`src/rtl/pwrbtn_pkg.sv`:
```
package pwrbtn_pkg;

   typedef enum logic [1:0] {
      ST_RUN  = 2'd0,
      ST_RAM  = 2'd1,
      ST_DISK = 2'd2,
      ST_OFF  = 2'd3
   } sys_state_e;

   typedef enum logic [1:0] {
      EV_NONE  = 2'd0,
      EV_SLEEP = 2'd1,
      EV_WAKE  = 2'd2,
      EV_OFF   = 2'd3
   } btn_event_e;

endpackage

```
`src/rtl/pwrbtn_sync.sv`:
```
module pwrbtn_sync #(
   parameter int unsigned STAGES    = 2,
   parameter bit          RESET_VAL = 1'b1
) (
   input  logic clk_i,
   input  logic rst_ni,
   input  logic d_i,
   output logic q_o
);

   logic [STAGES-1:0] chain_q;

   generate
      for (genvar s = 0; s < STAGES; s++) begin : g_stage
         if (s == 0) begin : g_first
            always_ff @(posedge clk_i or negedge rst_ni) begin
               if (!rst_ni) chain_q[0] <= RESET_VAL;
               else         chain_q[0] <= d_i;
            end
         end else begin : g_next
            always_ff @(posedge clk_i or negedge rst_ni) begin
               if (!rst_ni) chain_q[s] <= RESET_VAL;
               else         chain_q[s] <= chain_q[s-1];
            end
         end
      end
   endgenerate

   assign q_o = chain_q[STAGES-1];

endmodule

```
`src/rtl/pwrbtn_debounce.sv`:
```
module pwrbtn_debounce #(
   parameter int unsigned STEADY_CYC = 16
) (
   input  logic clk_i,
   input  logic rst_ni,
   input  logic lvl_i,
   output logic pressed_o,
   output logic press_p_o,
   output logic release_p_o
);

   localparam int unsigned CW = $clog2(STEADY_CYC);
   localparam logic [CW-1:0] LAST = CW'(STEADY_CYC - 1);

   logic          stable_q;
   logic [CW-1:0] run_q;

   always_ff @(posedge clk_i or negedge rst_ni) begin
      if (!rst_ni) begin
         stable_q    <= 1'b1;
         run_q       <= '0;
         press_p_o   <= 1'b0;
         release_p_o <= 1'b0;
      end else begin
         press_p_o   <= 1'b0;
         release_p_o <= 1'b0;
         if (lvl_i == stable_q) begin
            run_q <= '0;
         end else if (run_q == LAST) begin
            run_q       <= '0;
            stable_q    <= lvl_i;
            press_p_o   <= ~lvl_i;
            release_p_o <= lvl_i;
         end else begin
            run_q <= run_q + 1'b1;
         end
      end
   end

   assign pressed_o = ~stable_q;

   // a flip of the accepted level follows at least two cycles of the new level
   a_r1_steady_before_flip: assert property (@(posedge clk_i) disable iff (!rst_ni)
      (stable_q != $past(stable_q)) |-> ($past(lvl_i) == stable_q && $past(lvl_i, 2) == stable_q));

   // press and release pulses never coincide
   a_r9_edge_exclusive: assert property (@(posedge clk_i) disable iff (!rst_ni)
      !(press_p_o && release_p_o));

endmodule

```
`src/rtl/pwrbtn_hold.sv`:
```
module pwrbtn_hold
   import pwrbtn_pkg::*;
#(
   parameter int unsigned CYC_PER_MS = 100000,
   parameter int unsigned OVR_W      = 16
) (
   input  logic             clk_i,
   input  logic             rst_ni,
   input  logic             press_p_i,
   input  logic             release_p_i,
   input  logic [1:0]       state_i,
   input  logic [OVR_W-1:0] ovr_ms_i,
   output logic             sleep_req_o,
   output logic             wake_o,
   output logic             force_off_o
);

   localparam int unsigned PW = $clog2(CYC_PER_MS);
   localparam logic [PW-1:0]    PRE_LAST = PW'(CYC_PER_MS - 1);
   localparam logic [OVR_W-1:0] ONE_MS   = OVR_W'(1);

   sys_state_e       state;
   logic             holding_q;
   logic             fired_q;
   logic [PW-1:0]    pre_q;
   logic [OVR_W-1:0] ms_q;
   logic [OVR_W-1:0] limit_q;
   logic [OVR_W-1:0] ms_next;

   assign state   = sys_state_e'(state_i);
   assign ms_next = ms_q + ONE_MS;

   always_ff @(posedge clk_i or negedge rst_ni) begin
      if (!rst_ni) begin
         holding_q   <= 1'b0;
         fired_q     <= 1'b0;
         pre_q       <= '0;
         ms_q        <= '0;
         limit_q     <= ONE_MS;
         sleep_req_o <= 1'b0;
         wake_o      <= 1'b0;
         force_off_o <= 1'b0;
      end else begin
         sleep_req_o <= 1'b0;
         wake_o      <= 1'b0;
         force_off_o <= 1'b0;
         if (press_p_i) begin
            holding_q <= 1'b1;
            fired_q   <= 1'b0;
            pre_q     <= '0;
            ms_q      <= '0;
            limit_q   <= (ovr_ms_i == '0) ? ONE_MS : ovr_ms_i;
         end else if (release_p_i) begin
            holding_q <= 1'b0;
            if (holding_q && !fired_q) begin
               if (state == ST_RUN) sleep_req_o <= 1'b1;
               else                 wake_o      <= 1'b1;
            end
         end else if (holding_q && !fired_q) begin
            if (pre_q == PRE_LAST) begin
               pre_q <= '0;
               ms_q  <= ms_next;
               if (ms_next == limit_q) begin
                  fired_q     <= 1'b1;
                  force_off_o <= 1'b1;
               end
            end else begin
               pre_q <= pre_q + 1'b1;
            end
         end
      end
   end

   // one event at a time
   a_r9_one_event: assert property (@(posedge clk_i) disable iff (!rst_ni)
      $onehot0({sleep_req_o, wake_o, force_off_o}));

   // every event lasts exactly one cycle
   a_r9_pulse_sleep: assert property (@(posedge clk_i) disable iff (!rst_ni)
      sleep_req_o |=> !sleep_req_o);
   a_r9_pulse_wake: assert property (@(posedge clk_i) disable iff (!rst_ni)
      wake_o |=> !wake_o);
   a_r9_pulse_off: assert property (@(posedge clk_i) disable iff (!rst_ni)
      force_off_o |=> !force_off_o);

   // sleep request only when running at release
   a_r2_sleep_when_running: assert property (@(posedge clk_i) disable iff (!rst_ni)
      sleep_req_o |-> ($past(state_i) == 2'd0 && $past(release_p_i)));

   // wake only from a sleep state at release
   a_r3_wake_when_asleep: assert property (@(posedge clk_i) disable iff (!rst_ni)
      wake_o |-> ($past(state_i) != 2'd0 && $past(release_p_i)));

   // soft-off only during a held press
   a_r4_off_while_held: assert property (@(posedge clk_i) disable iff (!rst_ni)
      force_off_o |-> ($past(holding_q) && !$past(release_p_i)));

   // no short-press event after the override fired
   a_r7_quiet_after_fire: assert property (@(posedge clk_i) disable iff (!rst_ni)
      (sleep_req_o || wake_o) |-> !$past(fired_q));

endmodule

```
`src/rtl/pwrbtn_ctrl.sv`:
```
module pwrbtn_ctrl
   import pwrbtn_pkg::*;
#(
   parameter int unsigned CYC_PER_MS  = 100000,
   parameter int unsigned DEB_MS      = 16,
   parameter int unsigned OVR_W       = 16,
   parameter int unsigned SYNC_STAGES = 2
) (
   input  logic             clk_i,
   input  logic             rst_ni,
   input  logic             pwr_btn_ni,
   input  logic [1:0]       sys_state_i,
   input  logic [OVR_W-1:0] ovr_ms_i,
   output logic             sleep_req_o,
   output logic             wake_o,
   output logic             force_off_o
);

   localparam int unsigned DEB_CYC = DEB_MS * CYC_PER_MS;

   generate
      if (CYC_PER_MS < 2) begin : g_bad_ms
         $error("CYC_PER_MS must be at least 2");
      end
      if (DEB_CYC < 2) begin : g_bad_deb
         $error("debounce interval must be at least 2 cycles");
      end
      if (SYNC_STAGES < 2) begin : g_bad_sync
         $error("SYNC_STAGES must be at least 2");
      end
      if (OVR_W < 1) begin : g_bad_w
         $error("OVR_W must be at least 1");
      end
   endgenerate

   logic btn_sync;
   logic pressed;
   logic press_p;
   logic release_p;

   pwrbtn_sync #(
      .STAGES    (SYNC_STAGES),
      .RESET_VAL (1'b1)
   ) i_sync (
      .clk_i  (clk_i),
      .rst_ni (rst_ni),
      .d_i    (pwr_btn_ni),
      .q_o    (btn_sync)
   );

   pwrbtn_debounce #(
      .STEADY_CYC (DEB_CYC)
   ) i_debounce (
      .clk_i       (clk_i),
      .rst_ni      (rst_ni),
      .lvl_i       (btn_sync),
      .pressed_o   (pressed),
      .press_p_o   (press_p),
      .release_p_o (release_p)
   );

   pwrbtn_hold #(
      .CYC_PER_MS (CYC_PER_MS),
      .OVR_W      (OVR_W)
   ) i_hold (
      .clk_i       (clk_i),
      .rst_ni      (rst_ni),
      .press_p_i   (press_p),
      .release_p_i (release_p),
      .state_i     (sys_state_i),
      .ovr_ms_i    (ovr_ms_i),
      .sleep_req_o (sleep_req_o),
      .wake_o      (wake_o),
      .force_off_o (force_off_o)
   );

   // a press is accepted only while the accepted level shows the button down
   a_r1_press_matches_level: assert property (@(posedge clk_i) disable iff (!rst_ni)
      press_p |-> pressed);

   // nothing fires in the first cycle after reset
   a_r10_quiet_after_reset: assert property (@(posedge clk_i)
      !rst_ni |=> !(sleep_req_o || wake_o || force_off_o));

endmodule

```
`config.mk`:
```
export PLATFORM = sky130hd
export DESIGN_NAME = pwrbtn_ctrl
export DESIGN_NICKNAME = d
export VERILOG_FILES = /design/src/rtl/pwrbtn_pkg.sv /design/src/rtl/pwrbtn_sync.sv /design/src/rtl/pwrbtn_debounce.sv /design/src/rtl/pwrbtn_hold.sv /design/src/rtl/pwrbtn_ctrl.sv
export SDC_FILE = /design/constraint.sdc
export NUM_CORES = 1
export LEC_CHECK = 0
export BUFFER_PORTS_ARGS = -buffer_cell sky130_fd_sc_hd__buf_2
export CELL_PAD_IN_SITES_DETAIL_PLACEMENT = 1
export CELL_PAD_IN_SITES_GLOBAL_PLACEMENT = 1
export CORE_AREA = 3 3 105 107
export CTS_CLUSTER_SIZE = 30
export DETAILED_ROUTE_END_ITERATION = 10
export DIE_AREA = 0 0 108 110
export GPL_TIMING_DRIVEN = 0
export HOLD_SLACK_MARGIN = 0.05
export PLACE_DENSITY = 0.78
export REMOVE_ABC_BUFFERS = 1
export SYNTH_ARGS = -nofsm -noshare
export SYNTH_HDL_FRONTEND = slang
export SYNTH_SLANG_ARGS = --single-unit
```
`constraint.sdc`:
```
create_clock -name clk_i -period 4.4 [get_ports clk_i]
set_clock_uncertainty 0.05 [all_clocks]
set_input_delay 0.66 -clock clk_i [delete_from_list [all_inputs] [get_ports clk_i]]
set_output_delay 0.66 -clock clk_i [all_outputs]
set_load 0.005 [all_outputs]
```
## Word-level counts from Yosys, hierarchy flattened

Cells that the tools add are included.

- Logic and storage cells: 71
- Flip-flop bits (word level): 80

- Add/sub/neg operators: 3
- Reductions and logical operators: 12
- Muxes and demuxes: 35
- Equality and inequality tests: 5
- Bitwise gates (word level): 2

Operators with widths:

| operator | number |
|---|---|
| 16-bit 2-to-1 mux | 5 |
| 17-bit 2-to-1 mux | 4 |
| 21-bit 2-to-1 mux | 2 |
| 1-bit 2-to-1 mux | 24 |
| 21-bit by 1-bit adder with 21-bit output, second input constant | 1 |
| 21-bit == test, second input constant | 1 |
| 17-bit by 1-bit adder with 17-bit output, second input constant | 1 |
| 17-bit == test, second input constant | 1 |
| 16-bit by 1-bit adder with 16-bit output, second input constant | 1 |
| 16-bit == test | 1 |
| 16-bit zero test | 1 |
| 2-bit nonzero test | 4 |
| 2-bit AND reduction | 2 |
| 4-bit AND reduction | 1 |
| 3-bit AND reduction | 1 |
| 2-bit zero test | 1 |
| 2-bit by 1-bit inequality test with 1-bit output, second input constant | 1 |
| 1-bit inverter | 2 |
| 1-bit == test | 1 |
| 1-bit logical AND | 1 |
| 1-bit zero test | 1 |

## Depth between registers and ports, before layout

Gate-level depths: netlist of run 1.

- Depth in word-level cells: 7
- Depth in mapped cells: 8
- Gate-level depth less buffers: 7

## Hierarchy

Synthesis of run 1 repeated with hierarchy kept, for this count alone.

- Cells, all modules: 427
- Area, all modules: 4186.5 µm²

Modules (own cells, without submodules):

| module | times used | cells each | area each (µm²) | seq. area each (µm²) |
|---|---|---|---|---|
| pwrbtn_hold | 1 | 304 | 2946.6 | 1352.5 |
| pwrbtn_debounce | 1 | 121 | 1187.4 | 601.8 |
| pwrbtn_sync | 1 | 2 | 52.6 | 52.6 |

## Least setup slack after synthesis of run 1

Ideal clock, no wire load.

- Path type: register to register
- Start point: register i_hold.pre_q[8]
- End point: register i_hold.ms_q[9]
- Stages on the path, launching flop included: 7
- Data arrival time: 1943 ps
- Path slack: 2329 ps
- Path buffers: 1
- Period minus slack after synthesis: 2071 ps
- Cell sequence: dfrtp_1 -> buf_6 -> or4b_4 -> nor4_4 -> nand3_2 -> or3_1 -> a21oi_1

- Word-level cells in the longest chain between the ends: 3

RTL lines:

| item | RTL line | source |
|---|---|---|
| start: declaration | pwrbtn_hold.sv:25 | `logic [PW-1:0] pre_q;` |
| start signal: assignment | pwrbtn_hold.sv:68 | `pre_q <= pre_q + 1'b1;` |
| 17-bit == test | pwrbtn_hold.sv:60 | `if (pre_q == PRE_LAST) begin` |
| 2-bit nonzero test (no line) | n/a |  |
| 3-bit AND reduction (no line) | n/a |  |
| end signal: assignment | pwrbtn_hold.sv:62 | `ms_q <= ms_next;` |
| end: declaration | pwrbtn_hold.sv:26 | `logic [OVR_W-1:0] ms_q;` |

Every way passes these cells.
A chain may end at the register's enable or synchronous reset.

## Worst setup path in the final report of run 1

- Start point: register i_hold.pre_q[12]
- End point: register i_hold.ms_q[4]

Same word-level chain as after synthesis.

==> metrics, run 1 <==
Area after DPL=0.00447 mm^2; Finished Cell Area=0.00468 mm^2; ANT cells=0; number of flops mapped to enable cells by yosys=0; Final Hold Viols=0; Syn Area/Cell=slightly below 10 um^2; HPWL after DPL=7.13 mm; slew margin rel.=0.209; largest family of logic cells by synthesized area=simple AND/OR/NAND/NOR gates; yosys warns=0; critical path class=flip-flop to flip-flop; Int Pwr=0.00105 W; adder-cell share of the synthesized area=0.00883; Syn Std Cell Area=0.00425 mm^2; Root Driver=clkbuf_8; 1st-iter DRT viols=175; area leader, netlist=dfrtp_1; xor-xnor portion of the synthesized cell area=0.107; clock latency on the worst-skew pair=360 ps; combinational share of power=0.028; Async SR Flop Fraction=1.00; Routed WL=10.1 mm; Die W=108 um; sequential element share of the synthesized area=0.472; leakage power=2.07 nW; crit path cell chain=or4b_4 -> nor4_4 -> a21o_1 -> o21ai_0 -> nand2_1 -> o31ai_1; CTS Buffer Depth=2; CTS Sinks=80; most area-consuming cells after synthesis=dfrtp_1, xor2_1, xnor2_1; top-count cell post-synth=dfrtp_1; Max-cap violations=0; Crit path arrival time=just under 3000 ps; Final min period=between 2000 and 3000 ps; setup bufs post-CTS=0; total global-route track usage=0.183; DR DRC count=0; VDD IR max=roughly 0.00017 V; Initial Util=0.415; Die Footprint=0.0119 mm^2; top_reg_cell synth=dfrtp_1; PortBufs=23; drt wl/cell=17.0 um; post-synthesis compound-gate area fraction=0.0742; pin count of the biggest net entering global routing=between 50 and 60; RD Place Congestion=0.829; total area of sequential cells=0.00201 mm^2; Synth top area share=0.447; maximum achievable frequency=~0.36 GHz; Area Overhead vs Synth=10.2%; first-pass GRT wire length=17.0 mm; outcome=completed; slowest cell on the critical path=a21o_1; Flop pwr share=0.543; PostCTS Resize Cnt=0; sw power=0.000319 W; clk slew on worst S/H paths=90 ps; GRT Residual Overflow=0; FF+latch count, synth=80; critical path fanouts, max=19; area of the multi-input gates=about 0.0021 mm^2; pwr dens=292 mW/mm^2; placement-stage worst setup slack=1690 ps; initial antenna violation count=0; CP delay by family, top=simple AND/OR/NAND/NOR gates; Final TNS setup=0 ps; top post-synthesis cells by count=dfrtp_1, nor2_1, nand2_1; Max Slew Vio Count=0; vias per cell=5.57; CP required=4590 ps; vias post-DR=between 3000 and 4000; Slew @ Worst Pin=1190 ps; row cnt=37; Final period util=0.623; worst setup margin=1660 ps; Hold Buf Count CTS=0; Antenna Violating Nets Remaining=0; share of cells above drive strength 1=0.154; TritonCTS Buffers=9; H-tree Lvls=3; worst stage delay on the critical path=about 630 ps; # fillers=between 1000 and 1500; unrepaired setup endpoints after global routing=no; setup violators final=0; mux contribution to synthesized area=0.0497; post-synthesis simple-gate area fraction=0.261; vias in the first global route=about 3400; Top Ports=24; Min-Delay Path Class=input pin to async pin; CTS tree=done; Core Area=about 0.010 mm^2; Clock Power Share=0.429; CP endpoint kind=flip-flop; Initial DRT Pass Iterations=4; Sw Ratio=0.233; CP bufs+invs=0; CP startpoint kind=flip-flop; Die Y-Extent=110 um; nets@finish=473; Yosys cell types=53; Post-Syn Instances=433
-- registers in the layout, summed over array words and instances (netlist names), 16 cells and up --
name	count
i_debounce.run_q	21
i_hold.limit_q	16
i_hold.ms_q	16
i_hold.pre_q	17
-- path summary, 6_finish.rpt --
check | start | to | slack (ps) | cells past startpoint
setup / recovery | i_hold.pre_q[12] | i_hold.ms_q[4] | 1660 | 6
max in group asynchronous | rst_ni | i_sync.q_o | 3480 | 2
hold / removal | rst_ni | i_hold.limit_q[5] | 180 | 1
min in group clk_i | i_sync.chain_q[0] | i_sync.q_o | 310 | 0
setup reg to reg | i_hold.pre_q[12] | i_hold.ms_q[4] | 1660 | 6
hold reg to reg | i_sync.chain_q[0] | i_sync.q_o | 310 | 0
-- power groups by stage --
stage	Clock, W	Sequential (W)	Combinational (W)
detailed placement	0	0.000757	0.0000404
global route	0.000634	0.000743	0.0000446
floorplan	0	0.000756	0.00000699
finish	0.000586	0.000742	0.0000387
CTS	0.000603	0.000742	0.0000403
global placement	0	0.000757	0.0000356
-- stage by stage --
step	total power (W)	utilization	hold WS [ps]	instances
2_1_floorplan	0.000763	-	295	414
3_3_place_gp	0.000792	0.434	300	573
3_5_place_dp	0.000797	0.437	302	574
4_1_cts	0.00139	0.458	180	590
5_1_grt	0.00142	0.458	196	590
6_report	0.00137	0.458	176	590
-- placed cells by master (no fill, tap or decap), types with 2 or more instances in the layout --
master	count
or3_1	6
ha_1	3
xor2_1	28
clkbuf_8	11
nand4b_1	3
nor4_1	11
and4_1	3
nor2_1	48
mux2_2	17
a31oi_1	4
a21o_1	2
nor3_1	13
and2_1	3
mux2i_1	2
and3_1	11
nor4_2	2
nand4_2	2
nor2b_1	7
inv_6	2
dfstp_2	4
o21ai_0	17
xnor2_1	24
a21oi_1	7
nand4_1	14
o41ai_1	3
o31ai_1	6
nand2_1	41
nor3b_1	6
nand2b_1	2
dfrtp_1	76
inv_1	5
nand3_1	24
o21a_1	3
buf_2	22
-- routing by layer --
metal | GRT usage | vias up | share of wire
met5 | 0 | - | 0
met4 | 0.0757 | 0 | 0.018
met3 | 0.0233 | 13 | 0.020
met2 | 0.316 | 32 | 0.50
met1 | 0.233 | 1672 | 0.46
li1 | - | 1571 | -
-- area by class of cell --
| type | instances | area share |
|---|---|---|
| clock buffer | 11 | 0.0323 |
| clock inverter | 5 | 0.0131 |
| inverter | 5 | 0.00401 |
| multi-input combinational | 329 | 0.455 |
| sequential | 80 | 0.428 |
| tap | 136 | 0.0363 |
| timing repair buffer | 24 | 0.0310 |
-- cells by family after synthesis --
kind of cell	after synthesis
compound gates	49
xor+xnor	52
fa+ha+maj	3
buf+inv	24
flops	80
mux	19
simple gates	206
-- worst reg2reg max path, stage by stage, from the launching register on --
cell,delay [ps]
dfrtp_1,460
or4b_4,560
nor4_4,520
a21o_1,630
o21ai_0,220
nand2_1,120
o31ai_1,70
Power figures use the tool's default switching activity.
==> inputs of run 2 (changes only) <==
==> constraint.sdc (replaced) <==
create_clock -name clk_i -period 2.67 [get_ports clk_i]
set_clock_uncertainty 0.05 [all_clocks]
set_input_delay 0.4005 -clock clk_i [delete_from_list [all_inputs] [get_ports clk_i]]
set_output_delay 0.4005 -clock clk_i [all_outputs]
set_load 0.005 [all_outputs]
==> metrics, run 2 (synthesis gave the netlist of run 1 again) <==
outcome=completed (unchanged); clk slew on worst S/H paths=80 ps (was 90 ps); setup violators final=0 (unchanged); Crit path arrival time=2720 ps (was 2930 ps); row cnt=37 (unchanged); max FFs per register=21 (unchanged); CP endpoint kind=flip-flop (unchanged); Die Footprint=0.0119 mm^2 (unchanged); Initial Util=0.415 (unchanged); biggest regs=i_debounce.run_q (21), i_hold.pre_q (17) (unchanged); Final period util=0.948 (was 0.623); nets@finish=474 (was 473); Top Ports=24 (unchanged); CTS tree=done (unchanged); worst stage delay on the critical path=560 ps (was 630 ps); initial antenna violation count=0 (unchanged); CP bufs+invs=0 (unchanged); vias in the first global route=3399 (unchanged); RD Place Congestion=0.829 (unchanged); Max-cap violations=0 (unchanged); Antenna Violating Nets Remaining=0 (unchanged); Min-Delay Path Class=input pin to flip-flop (was input pin to async pin); ANT cells=0 (unchanged); pwr dens=478 mW/mm^2 (was 292 mW/mm^2); Core Util, Final=0.460 (was 0.458); # fillers=1190 (was 1196); pin count of the biggest net entering global routing=51 (unchanged); share of cells above drive strength 1=0.165 (was 0.154); Slew @ Worst Pin=699 ps (was 1190 ps); critical path fanouts, max=19 (unchanged); Max Slew Vio Count=0 (unchanged); Root Driver=clkbuf_8 (unchanged); Core Area=0.0102 mm^2 (unchanged); drt wl/cell=17.0 um (about the same); DR DRC count=0 (unchanged); Hold Slack=80.5 ps (was 176 ps); maximum achievable frequency=0.395 GHz (was 0.365 GHz); Total Power=0.00225 W (was 0.00137 W); Final Hold Viols=0 (unchanged); Routed WL=10.1 mm (unchanged); CP delay by family, top=simple AND/OR/NAND/NOR gates (unchanged); largest register by flop count=i_debounce.run_q (unchanged); PortBufs=23 (unchanged); setup bufs post-CTS=0 (unchanged); crit path cell chain=or4b_4 -> nor4_4 -> a21o_2 -> o21ai_0 -> nand2_1 -> o31ai_1 (was or4b_4 -> nor4_4 -> a21o_1 -> o21ai_0 -> nand2_1 -> o31ai_1); unrepaired setup endpoints after global routing=no (unchanged); Area after DPL=0.00447 mm^2 (unchanged); first-pass GRT wire length=17.0 mm (unchanged); commonest non-fill, non-tap cells in the layout=dfrtp_1, nor2_1, nand2_1 (unchanged); H-tree Lvls=3 (unchanged); vias per cell=5.58 (was 5.57); GRT Residual Overflow=0 (unchanged); Initial DRT Pass Iterations=4 (unchanged); clock latency on the worst-skew pair=360 ps (about the same); Finished Cell Area=0.00471 mm^2 (was 0.00468 mm^2); VDD IR max=0.000281 V (was 0.000171 V); 1st-iter DRT viols=149 (was 175); leakage power=2.06 nW (was 2.07 nW); Die Y-Extent=110 um (unchanged); Die W=108 um (unchanged); vias post-DR=3295 (was 3288); slowest cell on the critical path=or4b_4 (was a21o_1); slew margin rel.=0.529 (was 0.209); TritonCTS Buffers=9 (unchanged); critical path class=flip-flop to flip-flop (unchanged); CP required=2860 ps (was 4590 ps); most common cell after layout, fill and taps aside=dfrtp_1 (unchanged); CTS Sinks=80 (unchanged); CTS Buffer Depth=2 (unchanged); total global-route track usage=0.183 (unchanged); HPWL after DPL=7.13 mm (unchanged); Area Overhead vs Synth=10.8% (was 10.2%); Final min period=2530 ps (was 2740 ps); CP startpoint kind=flip-flop (unchanged)
run 2: report_power, final:
group          total [W]  switching (W)  internal (W)
clock network   0.000962       0.000472      0.000490
registers        0.00122     0.00000639       0.00122
logic          0.0000649      0.0000433     0.0000216
run 2: layout make-up:
class,count,area [um^2],share of cell area
multi-input combinational,329,2140,0.455
clock inverter,5,61.3,0.0130
inverter,5,18.8,0.00399
clock buffer,11,151,0.0321
tap,136,170,0.0361
sequential,80,2010,0.426
timing repair buffer,25,155,0.0329
run 2: path summary, 6_finish.rpt:
kind                                    from                 to  slack (ps)  cells after the start
max reg2reg                 i_hold.pre_q[12]     i_hold.ms_q[4]         140                      6
min                               pwr_btn_ni  i_sync.chain_q[0]          80                      1
min in group asynchronous             rst_ni  i_hold.limit_q[5]         460                      2
max                         i_hold.pre_q[12]     i_hold.ms_q[4]         140                      6
min reg2reg                i_sync.chain_q[0]         i_sync.q_o         310                      0
max in group asynchronous             rst_ni         i_sync.q_o        1470                      3
run 2: per-layer routing:
| layer | share of wire | up-vias | track usage |
|---|---|---|---|
| li1 | - | 1570 | - |
| met1 | 0.46 | 1685 | 0.233 |
| met2 | 0.50 | 29 | 0.316 |
| met3 | 0.017 | 11 | 0.0233 |
| met4 | 0.017 | 0 | 0.0757 |
| met5 | 0 | - | 0 |
run 2: through the flow:
| stage | setup WS [ps] | instances | setup TNS [ps] |
|---|---|---|---|
| 2_1_floorplan | 484 | 414 | 0 |
| 3_3_place_gp | -43.2 | 573 | -199 |
| 3_5_place_dp | -43.9 | 574 | -150 |
| 4_1_cts | 67.9 | 591 | 0 |
| 5_1_grt | 3.81 | 591 | 0 |
| 6_report | 140 | 591 | 0 |
run 2: what timing repair did:
| item | in CTS | in global routing |
|---|---|---|
| hold endpoints to repair | 28 | 0 |
| setup endpoints to repair | 6 | 7 |
| gates resized for setup | 1 | 4 |
| hold buffers | 1 | 0 |
==> inputs of run 3 (changes only) <==
==> constraint.sdc (replaced) <==
create_clock -name clk_i -period 2.4 [get_ports clk_i]
set_clock_uncertainty 0.05 [all_clocks]
set_input_delay 0.36 -clock clk_i [delete_from_list [all_inputs] [get_ports clk_i]]
set_output_delay 0.36 -clock clk_i [all_outputs]
set_load 0.005 [all_outputs]
==> metrics, run 3 (synthesis gave the netlist of run 1 again) <==
area of the multi-input gates=0.00224 mm^2 (was 0.00214 mm^2); RD Place Congestion=0.829 (unchanged); Min-Delay Path Class=input pin to flip-flop (unchanged); leakage power=2.15 nW (was 2.06 nW); CTS tree=done (unchanged); Antenna Violating Nets Remaining=0 (unchanged); Top Ports=24 (unchanged); drt wl/cell=17.5 um (was 17.0 um); setup violators final=0 (unchanged); Final min period=2320 ps (was 2530 ps); Die W=108 um (unchanged); nets@finish=485 (was 474); Max-cap violations=0 (unchanged); CTS Sinks=80 (unchanged); share of cells above drive strength 1=0.225 (was 0.165); critical path class=flip-flop to flip-flop (unchanged); Die Footprint=0.0119 mm^2 (unchanged); vias per cell=5.62 (was 5.58); largest register by flop count=i_debounce.run_q (unchanged); Initial DRT Pass Iterations=4 (unchanged); row cnt=37 (unchanged); clk slew on worst S/H paths=90 ps (was 80 ps); HPWL after DPL=7.13 mm (unchanged); Area after DPL=0.00447 mm^2 (unchanged); max FFs per register=21 (unchanged); first-pass GRT wire length=17.2 mm (was 17.0 mm); H-tree Lvls=3 (unchanged); pin count of the biggest net entering global routing=51 (unchanged); Total Power=0.00251 W (was 0.00225 W); CTS Buffer Depth=2 (unchanged); vias in the first global route=3437 (was 3399); total global-route track usage=0.185 (was 0.183); CP startpoint kind=flip-flop (unchanged); Crit path arrival time=2510 ps (was 2720 ps); vias post-DR=3382 (was 3295); Area Overhead vs Synth=15.5% (was 10.8%); VDD IR max=0.000319 V (was 0.000281 V); maximum achievable frequency=0.430 GHz (was 0.395 GHz); 1st-iter DRT viols=163 (was 149); slew margin rel.=0.538 (was 0.529); Root Driver=clkbuf_8 (unchanged); clock latency on the worst-skew pair=360 ps (about the same); Core Area=0.0102 mm^2 (unchanged); TritonCTS Buffers=9 (unchanged); ANT cells=0 (unchanged); Final period util=0.968 (was 0.948); Max Slew Vio Count=0 (unchanged); Final TNS setup=0 ps (unchanged); biggest regs=i_debounce.run_q (21), i_hold.pre_q (17) (unchanged); critical path fanouts, max=6 (was 19); Finished Cell Area=0.00491 mm^2 (was 0.00471 mm^2); most common cell after layout, fill and taps aside=dfrtp_1 (unchanged); Die Y-Extent=110 um (unchanged); pwr dens=512 mW/mm^2 (was 478 mW/mm^2); CP required=2590 ps (was 2860 ps); outcome=completed (unchanged); Slew @ Worst Pin=687 ps (was 699 ps); GRT Residual Overflow=0 (unchanged); Routed WL=10.5 mm (was 10.1 mm); commonest non-fill, non-tap cells in the layout=dfrtp_1, nor2_1, nand2_1 (unchanged); initial antenna violation count=0 (unchanged); CP endpoint kind=flip-flop (unchanged); PortBufs=23 (unchanged); DR DRC count=0 (unchanged); total area of sequential cells=0.00202 mm^2 (was 0.00201 mm^2); Initial Util=0.415 (unchanged); Final Hold Viols=0 (unchanged); # fillers=1164 (was 1190)
run 3: power by group:
| part | total (W) | internal [W] | switching (W) |
|---|---|---|---|
| Clock | 0.00108 | 0.000545 | 0.000533 |
| Sequential | 0.00136 | 0.00135 | 0.00000710 |
| Combinational | 0.0000738 | 0.0000253 | 0.0000484 |
run 3: final cells by class:
cell class,instances,area share
repair buffers,36,0.0497
clock buffers,11,0.0308
inverters,5,0.00382
well taps,136,0.0346
multi-input cells,329,0.457
clock inverters,5,0.0125
flip-flops and latches,80,0.412
run 3: critical path, stage by stage (launching register included):
cell,delay (ps)
dfrtp_1,440
or4b_1,570
nor4_4,300
buf_6,170
and2_1,220
nor2_1,130
o21ai_0,220
o31ai_1,100
run 3: metrics by stage:
step / utilization / cells / hold slack (ps) / worst slack, ps
after floorplan: - / 414 / 14.4 / 214
after global placement: 0.434 / 573 / 300 / -313
after detailed placement: 0.437 / 574 / 279 / -314
after CTS: 0.465 / 594 / 152 / 27.4
after global routing: 0.480 / 602 / 158 / -8.41
final: 0.480 / 602 / 162 / 76.1
run 3: per-layer routing:
metal  track usage  up-vias  part of all wire
met3        0.0233       15             0.026
met4        0.0757        0             0.019
met5             0        -                 0
met2         0.322       36              0.51
li1              -     1597                 -
met1         0.234     1734              0.44
run 3: path summary, 6_finish.rpt:
| check | end | cells past startpoint | from | slack (ps) |
|---|---|---|---|---|
| max | i_hold.ms_q[6] | 7 | i_hold.pre_q[5] | 80 |
| min | i_hold.sleep_req_o | 2 | sys_state_i[0] | 160 |
| max reg2reg | i_hold.ms_q[6] | 7 | i_hold.pre_q[5] | 80 |
| min reg2reg | i_sync.q_o | 0 | i_sync.chain_q[0] | 310 |
| max in group asynchronous | i_sync.q_o | 3 | rst_ni | 1230 |
| min in group asynchronous | i_hold.limit_q[5] | 2 | rst_ni | 420 |
run 3: repair_timing:
action                     CTS  global route
hold buffers                 2             0
setup endpoints to repair   26            33
resized for setup            9            25
setup buffers                2             8
pin swaps                    1             1
gates cloned                 0             0
hold endpoints to repair    29             0
